==> src/rtl/npc_pkg.sv <==
package npc_pkg;
  localparam int ADDR_BITS = 16;
  localparam int BYTE_BITS = 8;

  localparam logic [2:0] CLS_JUMP = 3'b000;
  localparam logic [2:0] CLS_CALL = 3'b001;
  localparam logic [2:0] CLS_RET  = 3'b010;
  localparam logic [2:0] CLS_HLPC = 3'b011;
  localparam logic [2:0] CLS_RST  = 3'b100;

  typedef enum logic [1:0] {ACT_FIN, ACT_PUSH, ACT_POP} act_e;

  typedef enum logic [2:0] {
    ST_IDLE, ST_PUSH_HI, ST_PUSH_LO, ST_POP_LO, ST_POP_HI, ST_DONE
  } seq_state_e;
endpackage

==> src/rtl/npc_cond_eval.sv <==
module npc_cond_eval (
  input  logic [2:0] code,
  input  logic       cy,
  input  logic       z,
  input  logic       s,
  input  logic       p,
  output logic       holds
);
  logic picked;

  always_comb begin
    unique case (code[2:1])
      2'b00:   picked = z;
      2'b01:   picked = cy;
      2'b10:   picked = p;
      default: picked = s;
    endcase
    // low bit of the code gives the flag value that satisfies the test
    holds = (picked == code[0]);
  end
endmodule

==> src/rtl/npc_addr_calc.sv <==
module npc_addr_calc
  import npc_pkg::*;
#(
  parameter int AW        = ADDR_BITS,
  parameter int VEC_SHIFT = 3,
  parameter int LONG_LEN  = 3,
  parameter int SHORT_LEN = 1
) (
  input  logic [2:0]    cls,
  input  logic [2:0]    cond,
  input  logic          always_i,
  input  logic          cond_ok,
  input  logic [AW-1:0] cur_pc,
  input  logic [AW-1:0] target,
  input  logic [AW-1:0] hl,
  output act_e          act,
  output logic [AW-1:0] next_pc,
  output logic [AW-1:0] ret_addr
);
  localparam logic [AW-1:0] STEP_LONG  = AW'(LONG_LEN);
  localparam logic [AW-1:0] STEP_SHORT = AW'(SHORT_LEN);

  logic          taken;
  logic [AW-1:0] pc_long, pc_short, vector;

  assign taken    = always_i | cond_ok;
  assign pc_long  = cur_pc + STEP_LONG;
  assign pc_short = cur_pc + STEP_SHORT;
  assign vector   = AW'({cond, {VEC_SHIFT{1'b0}}});

  always_comb begin
    act      = ACT_FIN;
    next_pc  = pc_short;
    ret_addr = pc_long;
    unique case (cls)
      CLS_JUMP: next_pc = taken ? target : pc_long;
      CLS_CALL: begin
        next_pc = taken ? target : pc_long;
        act     = taken ? ACT_PUSH : ACT_FIN;
      end
      CLS_RET: begin
        next_pc = pc_short;
        act     = taken ? ACT_POP : ACT_FIN;
      end
      CLS_HLPC: next_pc = hl;
      CLS_RST: begin
        next_pc  = vector;
        ret_addr = pc_short;
        act      = ACT_PUSH;
      end
      default: next_pc = pc_short;
    endcase
  end
endmodule

==> src/rtl/npc_seq_ctrl.sv <==
module npc_seq_ctrl
  import npc_pkg::*;
#(
  parameter int AW = ADDR_BITS,
  parameter int DW = BYTE_BITS
) (
  input  logic          clk,
  input  logic          rst_n,
  input  logic          start,
  input  act_e          act,
  input  logic [AW-1:0] next_pc,
  input  logic [AW-1:0] ret_addr,
  input  logic [AW-1:0] cur_sp,
  output logic          idle,
  output logic          mem_valid,
  input  logic          mem_ready,
  output logic          mem_write,
  output logic [AW-1:0] mem_addr,
  output logic [DW-1:0] mem_wdata,
  input  logic [DW-1:0] mem_rdata,
  output logic          done,
  output logic [AW-1:0] new_pc,
  output logic [AW-1:0] new_sp
);
  localparam logic [AW-1:0] ONE = AW'(1);
  localparam logic [AW-1:0] TWO = AW'(2);

  seq_state_e    st;
  logic [AW-1:0] pc_r, sp_r, ret_r;
  logic [DW-1:0] lo_r;

  always_ff @(posedge clk) begin
    if (!rst_n) begin
      st    <= ST_IDLE;
      pc_r  <= '0;
      sp_r  <= '0;
      ret_r <= '0;
      lo_r  <= '0;
    end else begin
      unique case (st)
        ST_IDLE: if (start) begin
          pc_r  <= next_pc;
          sp_r  <= cur_sp;
          ret_r <= ret_addr;
          st    <= (act == ACT_PUSH) ? ST_PUSH_HI :
                   (act == ACT_POP)  ? ST_POP_LO  : ST_DONE;
        end
        ST_PUSH_HI: if (mem_ready) st <= ST_PUSH_LO;
        ST_PUSH_LO: if (mem_ready) begin
          sp_r <= sp_r - TWO;
          st   <= ST_DONE;
        end
        ST_POP_LO: if (mem_ready) begin
          lo_r <= mem_rdata;
          st   <= ST_POP_HI;
        end
        ST_POP_HI: if (mem_ready) begin
          pc_r <= {mem_rdata, lo_r};
          sp_r <= sp_r + TWO;
          st   <= ST_DONE;
        end
        default: st <= ST_IDLE;
      endcase
    end
  end

  always_comb begin
    mem_valid = 1'b0;
    mem_write = 1'b0;
    mem_addr  = '0;
    mem_wdata = '0;
    unique case (st)
      ST_PUSH_HI: begin
        mem_valid = 1'b1;
        mem_write = 1'b1;
        mem_addr  = sp_r - ONE;
        mem_wdata = ret_r[AW-1 -: DW];
      end
      ST_PUSH_LO: begin
        mem_valid = 1'b1;
        mem_write = 1'b1;
        mem_addr  = sp_r - TWO;
        mem_wdata = ret_r[DW-1:0];
      end
      ST_POP_LO: begin
        mem_valid = 1'b1;
        mem_addr  = sp_r;
      end
      ST_POP_HI: begin
        mem_valid = 1'b1;
        mem_addr  = sp_r + ONE;
      end
      default: ;
    endcase
  end

  assign idle   = (st == ST_IDLE);
  assign done   = (st == ST_DONE);
  assign new_pc = pc_r;
  assign new_sp = sp_r;
endmodule

==> src/rtl/npc_sequencer.sv <==
module npc_sequencer
  import npc_pkg::*;
#(
  parameter int AW = ADDR_BITS,
  parameter int DW = BYTE_BITS
) (
  input  logic          clk,
  input  logic          rst_n,
  input  logic          req_valid,
  output logic          req_ready,
  input  logic [2:0]    req_class,
  input  logic [2:0]    req_cond,
  input  logic          req_always,
  input  logic          flag_cy,
  input  logic          flag_z,
  input  logic          flag_s,
  input  logic          flag_p,
  input  logic [AW-1:0] cur_pc,
  input  logic [AW-1:0] target,
  input  logic [AW-1:0] hl,
  input  logic [AW-1:0] cur_sp,
  output logic          mem_valid,
  input  logic          mem_ready,
  output logic          mem_write,
  output logic [AW-1:0] mem_addr,
  output logic [DW-1:0] mem_wdata,
  input  logic [DW-1:0] mem_rdata,
  output logic          done,
  output logic [AW-1:0] new_pc,
  output logic [AW-1:0] new_sp
);
  logic          cond_ok, idle, start;
  act_e          act;
  logic [AW-1:0] next_pc, ret_addr;

  assign req_ready = idle;
  assign start     = req_valid & idle;

  npc_cond_eval u_cond (
    .code(req_cond), .cy(flag_cy), .z(flag_z), .s(flag_s), .p(flag_p),
    .holds(cond_ok)
  );

  npc_addr_calc #(.AW(AW)) u_calc (
    .cls(req_class), .cond(req_cond), .always_i(req_always), .cond_ok(cond_ok),
    .cur_pc(cur_pc), .target(target), .hl(hl),
    .act(act), .next_pc(next_pc), .ret_addr(ret_addr)
  );

  npc_seq_ctrl #(.AW(AW), .DW(DW)) u_ctrl (
    .clk(clk), .rst_n(rst_n), .start(start), .act(act),
    .next_pc(next_pc), .ret_addr(ret_addr), .cur_sp(cur_sp), .idle(idle),
    .mem_valid(mem_valid), .mem_ready(mem_ready), .mem_write(mem_write),
    .mem_addr(mem_addr), .mem_wdata(mem_wdata), .mem_rdata(mem_rdata),
    .done(done), .new_pc(new_pc), .new_sp(new_sp)
  );
endmodule

==> config.mk <==
export PLATFORM = sky130hd
export DESIGN_NAME = npc_sequencer
export DESIGN_NICKNAME = d
export VERILOG_FILES = /design/src/rtl/npc_pkg.sv /design/src/rtl/npc_cond_eval.sv /design/src/rtl/npc_addr_calc.sv /design/src/rtl/npc_seq_ctrl.sv /design/src/rtl/npc_sequencer.sv
export SDC_FILE = /design/constraint.sdc
export NUM_CORES = 1
export LEC_CHECK = 0
export BUFFER_PORTS_ARGS = -buffer_cell sky130_fd_sc_hd__buf_2
export CAP_MARGIN = 20
export CELL_PAD_IN_SITES_DETAIL_PLACEMENT = 2
export CELL_PAD_IN_SITES_GLOBAL_PLACEMENT = 2
export CORE_MARGIN = 1
export CORE_UTILIZATION = 27
export CTS_CLUSTER_SIZE = 40
export DETAILED_ROUTE_END_ITERATION = 8
export PLACE_DENSITY = 0.82
export REMOVE_ABC_BUFFERS = 1
export SLEW_MARGIN = 40
export SYNTH_ARGS = -nofsm -noshare
export SYNTH_HDL_FRONTEND = slang
export SYNTH_SLANG_ARGS = --single-unit
==> constraint.sdc <==
create_clock -name clk -period 3.9 [get_ports clk]
set_input_delay 0.78 -clock clk [delete_from_list [all_inputs] [get_ports clk]]
set_output_delay 0.78 -clock clk [all_outputs]
set_load 0.02 [all_outputs]
; Word level (Yosys, flattened, before mapping)
; Index checks and enable logic that the tools add are counted.
[totals]
wordCells = 72
input_bits = 87
register_bits = 59
[classes]
mux = 25
n_reduce_logical = 14
n_addsub = 6
n_bitwise = 2
n_eq_ne = 20
[ops]
columns = operator, count
row1 = $mux W16, 7
row2 = $pmux W16 S3, 2
row3 = $pmux W16 S4, 1
row4 = $add A16 B1 Y16 const B, 2
row5 = $add A16 B2 Y16 const B, 2
row6 = $pmux W16 S2, 1
row7 = $mux W3, 6
row8 = $pmux W8 S2, 1
row9 = $sub A16 B1 Y16 const B, 1
row10 = $sub A16 B2 Y16 const B, 1
row11 = $eq A3 B2 Y1 const B, 4
row12 = $pmux W3 S4, 1
row13 = $eq A3 B3 Y1 const B, 3
row14 = $ne A2 B2 Y1 const B, 4
row15 = $reduce_and A4 Y1, 2
row16 = $eq A3 B1 Y1 const B, 2
row17 = $logic_not A3 Y1, 2
row18 = $pmux W2 S3, 1
row19 = $reduce_or A2 Y1, 3
row20 = $eq A2 B1 Y1 const B, 2
row21 = $eq A2 B2 Y1 const B, 2
row22 = $ne A2 B1 Y1 const B, 2
row23 = $reduce_and A2 Y1, 2
row24 = $reduce_or A4 Y1, 1
row25 = other kinds (10), 12

; Depth between registers and ports, before layout
[logic_depth]
depth_word = 11
mapped_depth = 13
mapped_depth_nobuf = 10

; Cells and area by module
; A second synthesis with hierarchy kept.
[unflattened]
cells_unflattened = 845
area_unflattened_um2 = 5934.4
[modules_own_cells]
columns = mod, seq_area_each_um2, area_each_um2, cells_each, instances
row1 = npc_seq_ctrl, 1181.1, 4534.3, 630, 1
row2 = npc_addr_calc, 0.0, 1362.6, 212, 1
row3 = npc_cond_eval, 0.0, 31.3, 2, 1
row4 = npc_sequencer, 0.0, 6.3, 1, 1

; Least setup slack after synthesis
; OpenSTA, ideal clock, no wires.
[synth_path]
path_kind = register -> output
start = register u_ctrl.st[0]
end = output port mem_addr[13]
t_arrival_ns = 3.720
setup_slack_ns = -0.600
stages_incl_launch_ff = 11
n_path_buf = 3
path_cell_list = dfxtp_1 -> clkbuf_1 -> clkinv_1 -> nand3_1 -> clkbuf_1 -> ha_1 -> clkbuf_1 -> nand4_1 -> a211oi_1 -> o311ai_0 -> o311ai_0
[synth_between]
elab_chain_cells = 2
elab_cells_between_ends = 5
[synth_rtl]
columns = item, line_no
row1 = from (decl), npc_seq_ctrl.sv:28  ; seq_state_e st;
row2 = from (signal assigned), npc_seq_ctrl.sv:45  ; st <= (act == ACT_PUSH) ? ST_PUSH_HI :
row3 = $eq A3 B3 Y1 (tied with other cells), npc_seq_ctrl.sv:72  ; unique case (st)
row4 = $pmux W16 S4 *, npc_seq_ctrl.sv:72
row5 = to (decl), npc_sequencer.sv:25  ; output logic [AW-1:0] mem_addr,
; Mark *: on every way between the ends. The rest lies on a longest branch, timed or not.

; Worst setup path in the final report
[layout_path]
start = register u_ctrl.st[1]
end = output port mem_addr[14]
; Same word-level chain as after synthesis.

==> impl_metrics.py <==
metrics = {
    "sta": {
        "finalHoldViolations": 0,
        "skew_ns": 0.00958,
        "layout_min_cycle_time_ns": 3.81,
        "slew_viol_final": 0,
        "timing.fmax_ghz": 0.263,
        "worst_pin_slew_ns": 0.817,
        "layout_setup_ws_ns": 0.0908,
        "hold_slack_ns": 0.455,
        "setup_viol_count_final": 0,
        "maxSlewHeadroom": 0.455,
        "tns_ns": 0,
        "finalCritPeriodShare": 0.977,
        "rsz0062_at_grt": "yes",
    },
    "finish": {
        "layout_common_cells": "buf_2 (146), nand2_1 (110), nor2_1 (80), a21oi_1 (64), dfxtp_1 (59)",
        "drive_gt1_frac": 0.235,
        "syn_to_final_growth_pct": 25.2,
        "multi_input_area_um2": 4310,
        "final_common_cell": "buf_2",
        "fin_nets": 1060,
        "stdcell_area_um2": 7230,
        "instances_no_fill": 1230,
        "seqCellArea_um2": 1180,
        "fill_cells": 2540,
    },
    "place": {
        "gp_congestion": 0.909,
        "hpwl_um": 20300,
        "dp_worst_setup_slack_ns": -0.0134,
        "dpl-instance-area_um2": 6780,
        "io_buffers": 146,
        "placed_cells": 1209,
    },
    "detailed_routing": {
        "routedWlPerCell_um": 21.8,
        "drt_drc_violations_left": 0,
        "viasPerCell": 5.71,
        "vias": 7029,
        "drt_first_iter_violations": 315,
        "ant_nets": 0,
        "wl_um": 26800,
        "first_pass_iters": 5,
    },
    "clocking": {
        "clk_latency_ns": 0.33,
        "clkTransAtPathRegs_ns": 0.05,
        "cts_tree": "built",
        "cts_root_buf": "clkbuf_16",
        "numCtsBuffers": 9,
        "cts_buffer_depth": 2,
        "cts.sinks": 59,
        "h-tree-depth": 3,
    },
    "setup_path": {
        "cp.arrival_ns": 3.03,
        "worstPathRequired_ns": 3.12,
        "worst-r2r-setup-slack_ns": 1.20,
        "critPathMaxFanout": 18,
        "end_kind": "output pin",
        "r2r_end": "u_ctrl.new_sp[7]",
        "cp-start-kind": "flip-flop",
        "path_cells": "inv_1 -> nand3_4 -> ha_1 -> a21o_1 -> nand4_1 -> a211oi_2 -> o21ai_0 -> and3_1 -> o32ai_1 -> buf_2",
        "r2r.worst_path.cells": 7,
        "slowest_stage": "ha_1",
        "critPathMaxStageDelay_ns": 0.46,
        "crit_type": "reg -> out",
        "r2r_start": "u_ctrl.st[1]",
    },
    "floorplanning": {
        "rows": 53,
        "die_area_um2": 22000,
        "die_w_um": 148,
        "core_area_um2": 21000,
        "dieHeight_um": 148,
        "initial_core_util": 0.275,
        "io_pins": 147,
    },
    "min_path": {
        "hp-class": "reg -> reg",
        "min_to": "u_ctrl.ret_r[9]",
        "holdPathStages": 2,
        "hp-start": "u_ctrl.ret_r[9]",
    },
    "job": {
        "cap_viol_max_count": 0,
    },
    "pwr": {
        "power.leakage_nw": 2.98,
        "p_per_area_nw_per_um2": 510,
        "peakVddDrop_mv": 0.199,
    },
    "status": {
        "outcome": "complete, no violations",
    },
    "grt": {
        "antenna_found_initial": 1,
        "overflow": 0,
        "grt_pass1_vias": 7448,
        "track_usage": 0.246,
        "grt_max_degree": 35,
        "grt_pass1_wl_um": 42000,
    },
    "synthesis": {
        "ys_types": 65,
        "synth_ff_type": "dfxtp_1",
        "async_flop_share": 0,
        "synth_edf_count": 0,
        "syn_avg_cell_area_um2": 6.93,
        "yosys_warnings": 0,
        "syn_area_um2": 5770,
        "synthesis.instances": 833,
        "ys_ff_latch": 59,
        "yosysSeqAreaShare": 0.205,
    },
}
==> cell type report <==
cell class                 instances  area share
multi-input combinational        683       0.597
sequential                        59       0.163
timing repair buffer             178       0.135
tap                              275      0.0476
clock buffer                      12      0.0341
clock inverter                     4      0.0135
inverter                          18     0.00935
antenna                            1    0.000346
==> through the flow <==
stage               utilization  total power [W]
global route              0.344          0.00392
finish                    0.344          0.00369
detailed placement        0.323          0.00269
CTS                       0.340          0.00365
global placement          0.323          0.00262
floorplan                     -          0.00200
==> per-layer routing <==
metal  share of wire  track usage  vias to the layer above
met1            0.43        0.304                     3505
li1                -            -                     3261
met5         0.00049            0                        -
met4           0.022       0.0691                        2
met3           0.048       0.0316                       35
met2            0.50        0.442                      226
==> cells in the mapped netlist (all sizes together), types with 4 or more instances <==
cell type	n	share of area
nor2	82	0.054
o21ai	52	0.045
nor3	33	0.029
nor4	9	0.0098
a22o	11	0.017
a221oi	9	0.014
o221ai	5	0.0076
o211ai	13	0.017
or2	4	0.0043
a31oi	12	0.013
o31ai	5	0.0065
o22ai	12	0.013
nor2b	4	0.0043
inv	17	0.011
dfxtp	59	0.20
clkbuf	68	0.044
nand2b	11	0.012
and2	4	0.0043
and3	5	0.0054
a2111oi	4	0.0063
nand2	110	0.072
nand4	11	0.012
a22oi	8	0.010
xor2	32	0.049
o21a	9	0.012
o2111ai	4	0.0061
a21oi	67	0.059
or3	5	0.0063
xnor2	39	0.059
buf	5	0.0052
or3b	4	0.0061
a21o	12	0.016
nand3	25	0.022
ha	23	0.050
a211oi	16	0.021
mux2i	4	0.0069
==> flip-flops by register name (all words and copies together), names as in the netlist <==
name and cells:
u_ctrl.lo_r 8, u_ctrl.ret_r 16, u_ctrl.new_pc 16, u_ctrl.new_sp 16, u_ctrl.st 3
==> worst max-delay path by stage <==
stage                      start            to  slack, ns
global route        u_ctrl.st[1]  mem_addr[14]      -0.05
floorplan           u_ctrl.st[0]  mem_addr[13]      -1.47
finish              u_ctrl.st[1]  mem_addr[14]       0.09
detailed placement  u_ctrl.st[1]  mem_addr[13]      -0.01
global placement    u_ctrl.st[1]  mem_addr[13]       0.11
CTS                 u_ctrl.st[1]  mem_addr[15]       0.02
==> power by group <==
group	switching, W	internal, W	leakage (nW)
registers	0.0000857	0.000684	0.485
clock network	0.000295	0.000642	0.163
logic	0.00125	0.000731	2.33
total	0.00163	0.00206	2.98
==> kinds of logic after synthesis <==
group                    Yosys count  share of synthesized area
AND/OR/NAND/NOR                  314                      0.252
AO/OA/AOI/OAI                    267                      0.306
buffers and inverters             91                     0.0611
XOR/XNOR                          71                      0.108
flip-flops                        59                      0.205
adder cells (fa/ha/maj)           24                     0.0533
multiplexers                       7                     0.0147
==> critical path, delay by kind of cell, from the launching register on <==
family / cells / cell delay (ns)
buffers and inverters: 2 / 0.32
flip-flops: 1 / 0.32
AO/OA/AOI/OAI: 4 / 0.97
AND/OR/NAND/NOR: 3 / 0.61
adder cells (fa/ha/maj): 1 / 0.46
==> timing repair <==
action                                  4_1_cts  5_1_grt
buffers inserted                              0        4
cloned                                        0        0
hold buffers                                  0        0
resized for setup                             4       14
pin swaps                                     0        2
endpoints found under the setup margin        7        6
Power figures use the tool's default switching activity.
